`src/rtl/opalu_pkg.sv`:
```
package opalu_pkg;
  localparam int OPC_W = 4;

  typedef enum logic [OPC_W-1:0] {
    OPC_NOP = 4'd0,
    OPC_ADD = 4'd1,
    OPC_SUB = 4'd2,
    OPC_MUL = 4'd3,
    OPC_SHR = 4'd4,
    OPC_AND = 4'd6,
    OPC_OR  = 4'd7,
    OPC_XOR = 4'd8
  } opc_e;

  typedef struct packed {
    logic add;
    logic sub;
    logic mul;
    logic shr;
    logic band;
    logic bor;
    logic bxor;
  } sel_t;

  function automatic logic is_alu_op(input logic [OPC_W-1:0] op);
    return (op == OPC_ADD) || (op == OPC_SUB) || (op == OPC_MUL) ||
           (op == OPC_SHR) || (op == OPC_AND) || (op == OPC_OR)  ||
           (op == OPC_XOR);
  endfunction
endpackage

```
`src/rtl/opalu_decode.sv`:
```
module opalu_decode
  import opalu_pkg::*;
(
  input  logic [OPC_W-1:0] opcode,
  output sel_t             sel,
  output logic             is_op
);
  always_comb begin
    sel = '0;
    case (opcode)
      OPC_ADD: sel.add  = 1'b1;
      OPC_SUB: sel.sub  = 1'b1;
      OPC_MUL: sel.mul  = 1'b1;
      OPC_SHR: sel.shr  = 1'b1;
      OPC_AND: sel.band = 1'b1;
      OPC_OR:  sel.bor  = 1'b1;
      OPC_XOR: sel.bxor = 1'b1;
      default: sel = '0;
    endcase
  end

  assign is_op = |sel;
endmodule

```
`src/rtl/opalu_datapath.sv`:
```
module opalu_datapath
  import opalu_pkg::*;
#(
  parameter int DATA_W = 16
) (
  input  sel_t              sel,
  input  logic [DATA_W-1:0] a,
  input  logic [DATA_W-1:0] b,
  output logic [DATA_W-1:0] y
);
  logic [DATA_W-1:0] sum, dif, prod, shr, v_and, v_or, v_xor;

  assign sum   = a + b;
  assign dif   = a - b;
  assign prod  = a * b;
  assign shr   = {1'b0, b[DATA_W-1:1]};
  assign v_and = a & b;
  assign v_or  = a | b;
  assign v_xor = a ^ b;

  // one-hot select, AND-OR merge keeps the mux shallow
  assign y = ({DATA_W{sel.add}}  & sum)   |
             ({DATA_W{sel.sub}}  & dif)   |
             ({DATA_W{sel.mul}}  & prod)  |
             ({DATA_W{sel.shr}}  & shr)   |
             ({DATA_W{sel.band}} & v_and) |
             ({DATA_W{sel.bor}}  & v_or)  |
             ({DATA_W{sel.bxor}} & v_xor);
endmodule

```
`src/rtl/opalu_stage.sv`:
```
module opalu_stage #(
  parameter int DATA_W  = 16,
  parameter bit REG_OUT = 1'b1
) (
  input  logic              clk,
  input  logic              rst,
  input  logic [DATA_W-1:0] d_result,
  input  logic              d_valid,
  output logic [DATA_W-1:0] result,
  output logic              zero,
  output logic              valid
);
  logic d_zero;
  assign d_zero = (d_result == '0);

  if (REG_OUT) begin : g_reg
    always_ff @(posedge clk) begin
      if (rst) begin
        result <= '0;
        zero   <= 1'b1;
        valid  <= 1'b0;
      end else begin
        result <= d_result;
        zero   <= d_zero;
        valid  <= d_valid;
      end
    end
  end else begin : g_comb
    assign result = d_result;
    assign zero   = d_zero;
    assign valid  = d_valid;
  end
endmodule

```
`src/rtl/opalu_core.sv`:
```
module opalu_core
  import opalu_pkg::*;
#(
  parameter int DATA_W  = 16,
  parameter bit REG_OUT = 1'b1
) (
  input  logic              clk,
  input  logic              rst,
  input  logic [OPC_W-1:0]  opcode,
  input  logic [DATA_W-1:0] op0,
  input  logic [DATA_W-1:0] op1,
  output logic [DATA_W-1:0] result,
  output logic              zero,
  output logic              valid
);
  sel_t              sel;
  logic              is_op;
  logic [DATA_W-1:0] y;

  opalu_decode u_dec (
    .opcode (opcode),
    .sel    (sel),
    .is_op  (is_op)
  );

  opalu_datapath #(.DATA_W(DATA_W)) u_dp (
    .sel (sel),
    .a   (op0),
    .b   (op1),
    .y   (y)
  );

  opalu_stage #(.DATA_W(DATA_W), .REG_OUT(REG_OUT)) u_stg (
    .clk      (clk),
    .rst      (rst),
    .d_result (y),
    .d_valid  (is_op),
    .result   (result),
    .zero     (zero),
    .valid    (valid)
  );
endmodule

```
`config.mk`:
```
export PLATFORM = sky130hd
export DESIGN_NAME = opalu_core
export DESIGN_NICKNAME = d
export VERILOG_FILES = /design/src/rtl/opalu_pkg.sv /design/src/rtl/opalu_decode.sv /design/src/rtl/opalu_datapath.sv /design/src/rtl/opalu_stage.sv /design/src/rtl/opalu_core.sv
export SDC_FILE = /design/constraint.sdc
export NUM_CORES = 1
export LEC_CHECK = 0
export BUFFER_PORTS_ARGS = -buffer_cell sky130_fd_sc_hd__buf_2
export CORE_MARGIN = 2
export CORE_UTILIZATION = 35
export DETAILED_ROUTE_END_ITERATION = 8
export MAX_ROUTING_LAYER = met4
export SLEW_MARGIN = 20
export SYNTH_ARGS = -nofsm -noshare
export SYNTH_HDL_FRONTEND = slang
export SYNTH_SLANG_ARGS = --single-unit
```
`constraint.sdc`:
```
create_clock -name clk -period 8.99 [get_ports clk]
set_input_delay 1.798 -clock clk [delete_from_list [all_inputs] [get_ports clk]]
set_output_delay 1.798 -clock clk [all_outputs]
set_load 0.005 [all_outputs]
```
==> results of run 1 <==
[final cells by class]
class / count / area [um2]
fillers: 2076 / 12000
clock buffers: 3 / 75.1
flip-flops and latches: 18 / 360
inverters: 164 / 616
multi-input cells: 658 / 5740
repair buffers: 61 / 320
well taps: 265 / 332
[path summary, 6_finish.rpt]
check,cells after the start,end,slack (ns)
hold / removal,2,u_stg.result[13],1.90
setup / recovery,22,u_stg.zero,1.37
[placed cells by master (no fill, tap or decap), types with 7 or more instances in the layout]
cell type,instances
buf_2,55
a22oi_1,7
fa_1,82
a221o_1,7
dfxtp_1,18
ha_1,96
o21ai_1,9
inv_1,152
xnor2_1,39
a21oi_1,22
nor3_1,13
xor2_1,12
o211ai_1,13
clkinv_1,7
nor2_1,109
nand2_1,96
a21o_1,9
o21ai_0,17
nand3_1,13
[per-stage QoR]
stage / util, % / cells / setup slack [ns]
after floorplan: - / 871 / 1.86
after global placement: 38.0 / 1166 / 1.20
after detailed placement: 38.0 / 1166 / 1.13
after CTS: 38.4 / 1169 / 1.37
after global routing: 38.4 / 1169 / 1.09
final: 38.4 / 1169 / 1.37
[registers in the layout, summed over array words and instances (netlist names)]
register and count:
u_stg.valid 1, u_stg.result 16, u_stg.zero 1
[metal layers]
layer / track usage [%] / part of all wire (%)
met5: - / 0
met4: 4.45 / 2.3
met3: 3.91 / 8.2
met2: 32.8 / 46
met1: 29.0 / 44
[cell families after synthesis]
logic type	count (synthesis)	synth area share [%]
AO/OA/AOI/OAI	153	17.2
buffers and inverters	195	11.4
AND/OR/NAND/NOR	274	18.1
flip-flops	18	5.24
multiplexers	2	0.309
adder cells (fa/ha/maj)	178	41.3
XOR/XNOR	51	6.49
[power by group]
part | switching (uW) | internal (uW) | total, uW
Clock | 27.2 | 58.4 | 85.6
Sequential | 2.32 | 92.5 | 94.8
Combinational | 893 | 619 | 1510
==> reports/results.ini, run 1 <==
[synthesis]
yosysMostFrequentCell=inv_1
yosys-top-cells-area=fa_1 24%, ha_1 17%, inv_1 8.3%, nor2_1 5.9%, dfxtp_1 5.2%
syn_nets=1087
synth.distinct_cells=77
synth_warnings=0
synthCells=871
synth_ff_type=dfxtp_1
yosysTopAreaCell=fa_1
synth_top_cell_area_share_pct=23.9
ys_seq_elements=18
netlist_area_um2=6880
ys_top_cells_by_count=152 x inv_1, 109 x nor2_1, 96 x ha_1, 96 x nand2_1, 82 x fa_1
avgSynthCellArea_um2=7.90
synth-seq-area-share_pct=5.24
synth_edf_count=0
ys_async_sr_fraction_pct=0

[worst_hold_path]
hp-start=rst
min-delay-path-class=input pin to flip-flop

[sta]
finalMaxSlewViolations=0
max_slew_margin_pct=52.7
period_needed_ns=7.62
finalCritPeriodShare_pct=84.8
finalHoldViolations=0
fmax_mhz=131
tightest_slew_ns=0.710
rsz0062_at_grt=no
setup_viol=0
holdWs_ns=1.90
finalSetupTns_ns=0

[critical_path]
crit_family=adder cells
cp_slowest_cell=fa_1
cp_slowest_stage_delay_ns=0.54
worst-path-buf-inv=6
crit_required_ns=9.15
path_cells=buf_2, clkinv_1, nor2_1, fa_1, inv_1, fa_1, fa_1, fa_1, inv_1, fa_1, inv_1, fa_1, inv_1, ha_1, and3_1, a221oi_2, xnor2_1, a21oi_1, o221ai_1, a2111oi_2, a41oi_1, nor4_2
cp_common_cell=fa_1
cp-end-kind=flip-flop
arrival_ns=7.78
critical_path_class=input pin to flip-flop
path_max_fanout=10
startpoint=op1[5]
startpoint_type=input pin

[placement]
dpl.hpwl_um=17500
gp_congestion=0.955
port_buffers=55
placedInstanceArea_um2=7360

[layout]
fin_nets=1122
fin_area_um2=7440
antenna_cells=0
drive_gt1_share_pct=10.5
syn2layout_area_growth_pct=8.09

[clock_network]
ctsHoldBuffers=0
ctsLongestPathBuffers=2
cts_root_buf=clkbuf_16
htreeDepth=1
path_clk_slew_ns=0.05
tritoncts=built
cts_made_buffers=3
cts_setup_buffers=0
clock-sinks=18
post_cts_resized=0

[global_routing]
grt_start_max_net_pins=18
grt.total_usage_pct=21.1
grt_pass1_wl_um=33200
grt_pass1_vias=6091
globalRouteOverflowTotal=0
antenna_found_initial=0

[power]
power_density_nw_per_um2=227
total_power_uw=1690
leakage_uw=0.00365
ir_drop_uv=273

[routing]
wl_per_cell_um=17.7
drt-pass1-iter-count=5
routed_wl_um=20700
detailroute.via_count=6186
viasPerCell=5.29
final_antenna_net_count=0
dr.first_iter.drc_count=471
drcViolationCount=0

[job]
drv_cap=0

[floorplan]
die-area_um2=20800
io_pins=56
core.rowCount=51
die_h_um=144
coreArea_um2=19400
start_util_pct=35.5
die_w_um=144

[run_status]
status=completed

No activity file was read; power rests on OpenSTA's default activity.
==> inputs of run 2 (changes only) <==
clock period = 6.9 ns   (was 8.99 ns; I/O delays follow)
==> reports/results.ini, run 2 (synthesized netlist as in run 1, its figures left out) <==
[placement]
gp_congestion=0.986  ; +3.2%
placedInstanceArea_um2=7890  ; +7.1%
placedCellCount=1236  ; +6.0%
dpl.hpwl_um=18700  ; +7.0%
port_buffers=55  ; unchanged

[routing]
dr.first_iter.drc_count=481  ; +2.1%
wl_per_cell_um=17.4  ; -1.6%
viasPerCell=5.22  ; -1.4%
routed_wl_um=21600  ; +4.5%
drt-pass1-iter-count=5  ; unchanged
drcViolationCount=0  ; unchanged
detailroute.via_count=6474  ; +4.7%
final_antenna_net_count=0  ; unchanged

[sta]
setup_viol=0  ; unchanged
period_needed_ns=6.63
tightest_slew_ns=0.728  ; +0.0176 ns
fmax_mhz=151
finalCritPeriodShare_pct=96.1
max_slew_margin_pct=51.4  ; -1.3 points
finalHoldViolations=0  ; unchanged
finalMaxSlewViolations=0  ; unchanged

[clock_network]
cts_made_buffers=3  ; unchanged
clock-sinks=18  ; unchanged
cts_root_buf=clkbuf_16
tritoncts=built
ctsHoldBuffers=0  ; unchanged
htreeDepth=1  ; unchanged
ctsLongestPathBuffers=2  ; unchanged
path_clk_slew_ns=0.05  ; about the same

[power]
power_density_nw_per_um2=304  ; +34%
leakage_uw=0.00400  ; +9.8%
ir_drop_uv=373  ; +37%

[critical_path]
startpoint_type=input pin
path_max_fanout=4  ; -6
crit_required_ns=7.06  ; -2.09 ns
critical_path_class=input pin to flip-flop
cp-end-kind=flip-flop
arrival_ns=6.79  ; -0.99 ns

[floorplan]
die_h_um=144  ; unchanged
core.rowCount=51  ; unchanged
die-area_um2=20800  ; unchanged
start_util_pct=35.5  ; unchanged
coreArea_um2=19400  ; unchanged
io_pins=56  ; unchanged
die_w_um=144  ; unchanged

[job]
drv_cap=0  ; unchanged

[layout]
top_regs=u_stg.result x16, u_stg.valid x1, u_stg.zero x1
multiInputGateArea_um2=5790  ; +0.96%
antenna_cells=0  ; unchanged
syn2layout_area_growth_pct=16.9
fill_cells=2042  ; -1.6%
top_register=u_stg.result
fin_area_um2=8050  ; +8.1%
fin_util_pct=41.5  ; +3.1 points
seqCellArea_um2=360  ; unchanged
instances_no_fill=1241  ; +6.2%
largest_reg_flops=16  ; unchanged
layout_commonest_cell=inv_1
drive_gt1_share_pct=17.8  ; +7.3 points
mostFrequentLayoutCells=152 x inv_1, 108 x nor2_1, 96 x nand2_1, 96 x ha_1, 82 x fa_1
fin_nets=1194  ; +6.4%

[global_routing]
grt_start_max_net_pins=18  ; unchanged
globalRouteOverflowTotal=0  ; unchanged
grt_pass1_wl_um=34100  ; +2.9%
grt.total_usage_pct=21.9  ; +0.74 points
antenna_found_initial=0  ; unchanged
grt_pass1_vias=6275  ; +3.0%

[worst_hold_path]
min-delay-path-class=input pin to flip-flop

[run_status]
status=completed

==> run 2: path summary, 6_finish.rpt <==
kind | depth (start not counted) | slack [ns] | start | endpoint
setup / recovery | 22 | 0.27 | op0[7] | u_stg.zero
hold / removal | 2 | 1.49 | rst | u_stg.result[13]
==> run 2: power by group <==
| group | switching, uW | internal [uW] |
|---|---|---|
| Combinational | 1240 | 974 |
| Sequential | 3.02 | 120 |
| Clock | 36.4 | 76.1 |
| Total | 1280 | 1170 |
==> run 2: what timing repair did <==
action | in CTS | in global routing
setup endpoints to repair | 0 | 1
gates resized for setup | 0 | 10
buffers inserted | 0 | 2
==> run 2: area by class of cell <==
| cell class | count | area share (%) |
|---|---|---|
| Clock buffer | 3 | 0.933 |
| Inverter | 164 | 7.74 |
| Multi-Input combinational cell | 658 | 72.0 |
| Sequential cell | 18 | 4.48 |
| Tap cell | 265 | 4.12 |
| Timing Repair Buffer | 133 | 10.7 |
==> run 2: critical path, cell delays in order <==
cell	delay [ns]
buf_2	0.11
inv_1	0.10
buf_4	0.13
buf_4	0.14
nor2_1	0.06
fa_1	0.55
inv_1	0.06
fa_1	0.49
inv_1	0.06
fa_1	0.48
fa_1	0.51
fa_1	0.49
inv_1	0.05
fa_1	0.47
inv_1	0.04
ha_1	0.34
a21o_1	0.20
a31o_2	0.23
xor2_1	0.19
a221oi_2	0.34
a41oi_2	0.16
nor4_2	0.21
==> run 2: metal layers <==
metal | wire length [um] | GRT usage, % | share of wire (%) | vias up
met5 | 0 | - | 0 | -
met4 | 569 | 4.96 | 2.6 | 0
met3 | 1640 | 3.48 | 7.6 | 29
met2 | 9780 | 34.0 | 45 | 252
met1 | 9620 | 30.1 | 45 | 3136
li1 | - | - | - | 3057
==> run 2: stage by stage <==
step | power, uW | hold slack (ns) | setup slack (ns) | TNS, ns
2_1_floorplan | 1550 | 1.47 | 0.187 | 0
3_3_place_gp | 2240 | 1.74 | -0.0194 | -0.0194
3_5_place_dp | 2280 | 1.75 | -0.135 | -0.135
4_1_cts | 2410 | 1.49 | 0.108 | 0
5_1_grt | 2700 | 1.52 | -0.0153 | -0.0153
6_report | 2450 | 1.49 | 0.269 | 0
